==> config.mk <==
export PLATFORM = sky130hd
export DESIGN_NAME = xor_bank_mapper
export DESIGN_NICKNAME = d
export VERILOG_FILES = /design/src/rtl/xor_bank_mapper.sv
export SDC_FILE = /design/constraint.sdc
export NUM_CORES = 1
export LEC_CHECK = 0
export BUFFER_PORTS_ARGS = -buffer_cell sky130_fd_sc_hd__buf_2
export CAP_MARGIN = 20
export CORE_MARGIN = 4
export CORE_UTILIZATION = 55
export DETAILED_ROUTE_END_ITERATION = 10
export PLACE_DENSITY = 0.8
export SKIP_LAST_GASP = 1
export SLEW_MARGIN = 30
export SYNTH_ARGS = -nofsm -noshare
export SYNTH_HDL_FRONTEND = slang
export SYNTH_SLANG_ARGS = --single-unit
export TNS_END_PERCENT = 10
==> constraint.sdc <==
create_clock -name clk -period 3.4 [get_ports clk]
set_clock_uncertainty 0.1 [all_clocks]
set_input_delay 0.17 -clock clk [delete_from_list [all_inputs] [get_ports clk]]
set_output_delay 0.17 -clock clk [all_outputs]
set_load 0.01 [all_outputs]
==> src/rtl/xor_bank_mapper.sv <==
module xor_bank_mapper #(
  parameter int BANKS  = 32,
  parameter int ADDR_W = 16,
  localparam int IDX_W = $clog2(BANKS),
  localparam int SEL_W = $clog2(ADDR_W),
  localparam int CFG_W = 2 * IDX_W * SEL_W
) (
  input  logic              clk,
  input  logic              rst_n,
  input  logic [ADDR_W-1:0] addr,
  input  logic [1:0]        mode_req,
  input  logic              blk_start,
  input  logic              cfg_wr,
  input  logic              cfg_found,
  input  logic [CFG_W-1:0]  cfg_sel,
  output logic [IDX_W-1:0]  bank
);

  localparam logic [1:0] M_PLAIN = 2'd0;
  localparam logic [1:0] M_FOLD  = 2'd1;
  localparam logic [1:0] M_CFG   = 2'd2;

  logic [1:0]       act_mode;
  logic             act_ok;
  logic [CFG_W-1:0] act_sel;
  logic             pend_v;
  logic             pend_ok;
  logic [CFG_W-1:0] pend_sel;

  always_ff @(posedge clk or negedge rst_n) begin
    if (!rst_n) begin
      act_mode <= M_FOLD;
      act_ok   <= 1'b0;
      act_sel  <= '0;
    end else if (blk_start) begin
      act_mode <= mode_req;
      if (pend_v) begin
        act_sel <= pend_sel;
        act_ok  <= pend_ok;
      end
    end
  end

  always_ff @(posedge clk or negedge rst_n) begin
    if (!rst_n) begin
      pend_v   <= 1'b0;
      pend_ok  <= 1'b0;
      pend_sel <= '0;
    end else if (cfg_wr) begin
      pend_v   <= 1'b1;
      pend_ok  <= cfg_found;
      pend_sel <= cfg_sel;
    end else if (blk_start) begin
      pend_v <= 1'b0;
    end
  end

  logic [IDX_W-1:0] lo, hi, fold, pair;
  assign lo   = addr[IDX_W-1:0];
  assign hi   = addr[2*IDX_W-1:IDX_W];
  assign fold = lo ^ hi;

  for (genvar i = 0; i < IDX_W; i++) begin : g_pair
    logic [SEL_W-1:0] sa, sb;
    assign sa      = act_sel[2*i*SEL_W +: SEL_W];
    assign sb      = act_sel[(2*i+1)*SEL_W +: SEL_W];
    assign pair[i] = addr[sa] ^ addr[sb];
  end

  assign bank = (act_mode == M_PLAIN)             ? lo   :
                (act_mode == M_CFG && act_ok)     ? pair : fold;

  assert_hold_R5: assert property (@(posedge clk) disable iff (!rst_n)
    !blk_start |=> $stable(act_mode) && $stable(act_sel) && $stable(act_ok));

  assert_pend_R6: assert property (@(posedge clk) disable iff (!rst_n)
    cfg_wr |=> pend_v);

  assert_consume_R6: assert property (@(posedge clk) disable iff (!rst_n)
    (blk_start && !cfg_wr) |=> !pend_v);

  assert_apply_R6: assert property (@(posedge clk) disable iff (!rst_n)
    (blk_start && pend_v) |=> act_sel == $past(pend_sel));

  assert_fallback_R7: assert property (@(posedge clk) disable iff (!rst_n)
    (act_mode == M_CFG && !act_ok) |-> ((bank ^ addr[IDX_W-1:0]) == addr[2*IDX_W-1:IDX_W]));

endmodule

After elaboration in Yosys (flattened, before gate mapping)

Index checks and enable logic that the tools add are counted.

Register bits after elaboration: 85
Input bits: 63
Output and inout bits: 5
Logic and storage cells: 51

Order comparisons: 10
Eq/ne operators: 1
Muxes and demuxes: 24
Bitwise gates (word level): 6
Reduce and logical (&&, ||, !) cells: 4

Operators with widths:

| cell                                                                 | number |
|---|---|
| 4-bit by 5-bit < comparator with 1-bit output, second input constant | 10 |
| 1-bit binary-select mux with 4-bit select                            | 10 |
| 1-bit two-way mux                                                    | 12 |
| 5-bit two-way mux                                                    | 2 |
| 1-bit bitwise XOR                                                    | 5 |
| 5-bit bitwise XOR                                                    | 1 |
| 2-bit == test, second input constant                                 | 1 |
| 2-bit logical NOT                                                    | 1 |
| 2-bit AND reduction                                                  | 1 |
| 2-bit nonzero test                                                   | 1 |
| 1-bit logical AND                                                    | 1 |

Depth between registers and ports, before layout

Word-level depth: 5
Depth in mapped cells: 6
Depth with buffers taken out: 5

Least setup slack after synthesis

Ideal clock, no wire load.

Path type: register to output
Start: register act_sel[4]
End: output bank[0]
Arrival time: 1579 ps
Required time: 3130 ps
Path slack: 1551 ps
Stages on the path, launching flop included: 6
Path buffers: 0
Cells stage by stage: dfrtp_1 > mux4_1 > mux2i_1 > mux2i_1 > xnor2_1 > o221ai_1

Word-level cells in the longest chain between the ends: 5

RTL lines:

| item                                      | RTL line | RTL |
|---|---|---|
| start, declared                           | 25       | `logic [CFG_W-1:0] act_sel;` |
| start signal, assigned                    | 38       | `act_sel <= pend_sel;` |
| 1-bit binary-select mux with 4-bit select | 67       | `assign pair[i] = addr[sa] ^ addr[sb];` |
| 1-bit two-way mux (not written as such)   | 67       |  |
| 1-bit bitwise XOR                         | 67       |  |
| 5-bit two-way mux                         | 71       | `(act_mode == M_CFG && act_ok) ? pair : fold;` |
| 5-bit two-way mux                         | 70       | `assign bank = (act_mode == M_PLAIN) ? lo :` |
| end, declared                             | 16       | `output logic [IDX_W-1:0] bank` |

No other way between the ends. The select of a mux whose other input is x is not followed.

Worst setup path after layout

Start: register act_sel[16]
End: output bank[2]

The elaborated chain is that of the path after synthesis.

==> metrics.cfg <==
[cts]
cts.clk_slew.worst_paths_ns=0.08
ctsHtreeMaxLevel=3
cts_buffer_depth=2
clk_latency_ns=0.35
clock-root-buffer=clkbuf_8
ctsResizeCount=0
clkSinkCount=85
cts_tree=done
cts_buffers=9

[floorplanning]
io_pins=68
die_w_um=100
rows=33
start_util_pct=56.9
fp.dieArea_sq_um=10100
die_height_um=100
core_sq_um=8260

[sta]
worst_pin_slew_ns=0.784
slew_headroom_pct=47.7
fin_crit_sh_pct=74.9
rsz0062_at_grt=no
setup_tns_ns=0
setup_violations=0
max_freq_ghz=0.393
maxSlewViolCount=0
fin_crit_ns=2.55
hold_viol_final=0

[logic_synthesis]
synth.distinct_cells=19
ys_seq_elements=85
ys_seq_area_share_pct=45.3
synth_fp_nets=354
avgSynthCellArea_sq_um=16.1
synthFlopType=dfrtp_1
synth_area_sq_um=4700
synth-async-reset-ratio_pct=100
ys_warn_count=0
synth-edff-count=0
synth_cells=291

[route]
vias=3035
drc=0
drtIter0Drc=261
post_drt_wl_per_cell_um=20.3
ant_nets=0
viasPerCell=6.01
first_pass_iters=4
wl_um=10200

[worst_setup_path]
worst_ep_required_time_ns=3.13
slowest_stage=mux4_1
cpMostUsedCell=mux2i_1
cp-start-kind=flip-flop
arrival_ns=2.28
crit_type=reg -> out
worstPathCellList=mux4_1 -> mux2i_1 -> mux2i_1 -> xnor2_1 -> o221ai_1 -> buf_2
crit_family=multiplexers
cpPeakStageDelay_ns=0.58
cp_num_buf_inv=1
cp-end-kind=output pin
critPathMaxFanout=5

[grt]
grt_usage_pct=22.1
grt_busiest_layer=met2
grt_max_degree=86
antenna_found_initial=0
grtUsageMet1_pct=28.6
grt_first_pass_wirelength_um=17000
grt_overflow_total=0
grt_pass1_vias=3402
met3_usage_pct=4.86
grtUsageMet2_pct=37.0

[layout]
fillCellCount=584
insertedDiodeCount=0
area_growth_pct=21.5
instances_no_fill=505
layout.cells.most_common=dfrtp_1
final_cell_mix=84 x dfrtp_1, 65 x buf_2, 49 x mux2_1
drive_gt1_share_pct=32.3
nets=458

[status]
outcome=complete, no violations

[power_and_ir_drop]
cellLeakagePower_nw=2.52
vdd_drop_max_uv=285
p_total_mw=2.79
cellPowerDensity_nw_per_um2=488

[job]
drv_cap=0

[placed_design]
post-place-cells=445
dpl.hpwl_um=6420
port-buffer-count=67
place.gp.congestion=0.780

[hold_path]
hp-class=in -> reg

## final timing paths
check / from / endpoint / cells after the start / slack (ns)
worst max-delay path: act_sel[16] / bank[2] / 6 / 0.85
worst max register to register: pend_v / act_sel[12] / 3 / 1.83
worst min-delay path: blk_start / act_mode[1] / 2 / 0.02
worst min register to register: pend_sel[1] / pend_sel[1] / 1 / 0.38
max in group asynchronous: rst_n / act_sel[32] / 2 / 2.32
min in group asynchronous: rst_n / pend_sel[23] / 2 / 0.29
## logic make-up (layout without fill, tap and decap cells)
group | after synthesis | in the layout | synth area share [%]
AOI/OAI and AO/OA | 11 | 11 | 1.62
buffers and inverters | 20 | 129 | 2.66
DFF | 85 | 85 | 45.3
xor gates and xnor gates | 5 | 5 | 0.932
muxes | 154 | 154 | 48.2
and+or+nand+nor | 16 | 16 | 1.33
## sequential cells by signal, summed over array words and instances (netlist names)
| name | cells |
|---|---|
| act_sel | 40 |
| pend_sel | 40 |
| act_mode | 2 |
| act_ok | 1 |
| pend_ok | 1 |
| pend_v | 1 |
## per-stage QoR
step	instance area, sq um	hold slack [ns]	worst slack (ns)	utilization [%]
5_1_grt	5710	0.0159	0.662	69.2
6_report	5710	0.0206	0.853	69.2
3_5_place_dp	5060	0.181	1.25	61.3
2_1_floorplan	4700	-0.226	1.55	-
4_1_cts	5710	0.00691	0.864	69.1
3_3_place_gp	5050	0.285	1.32	61.2
## metal layers
layer  part of all wire (%)  wire length (um)
met4                    1.7               176
met3                    6.2               630
met1                     41              4230
met2                     51              5210
met5                      0                 0
## Yosys cell counts, types with 4 or more instances
cell type	count	share of area, %
buf_1	8	0.64
o221ai_1	5	0.93
mux2i_1	30	6.4
buf_2	4	0.43
mux4_1	31	17
mux4_2	9	4.3
o21ai_0	5	0.53
nand2_1	7	0.56
mux2_1	49	12
mux2_2	35	8.4
dfrtp_1	84	45
nor2_1	8	0.64
xnor2_1	5	0.93
buf_6	6	1.4
## report_power, final
part | switching [mW] | internal [mW] | total [mW]
logic | 0.259 | 0.462 | 0.721
clock network | 0.362 | 0.384 | 0.746
registers | 0.161 | 1.16 | 1.32
## cell type report
cell class,count,area [sq um],share of cell area (%)
Inverter,1,3.75,0.0657
Clock inverter,4,55.1,0.964
Multi-Input combinational cell,186,2450,42.8
Tap cell,105,131,2.30
Sequential cell,85,2130,37.3
Clock buffer,12,155,2.72
Timing Repair Buffer,112,792,13.9
## repair_timing
item,in CTS,in global routing
hold buffers,44,0
buffers inserted,0,0
endpoints found under the hold margin,127,0
Note: power is estimated with default switching activity, not from simulation.
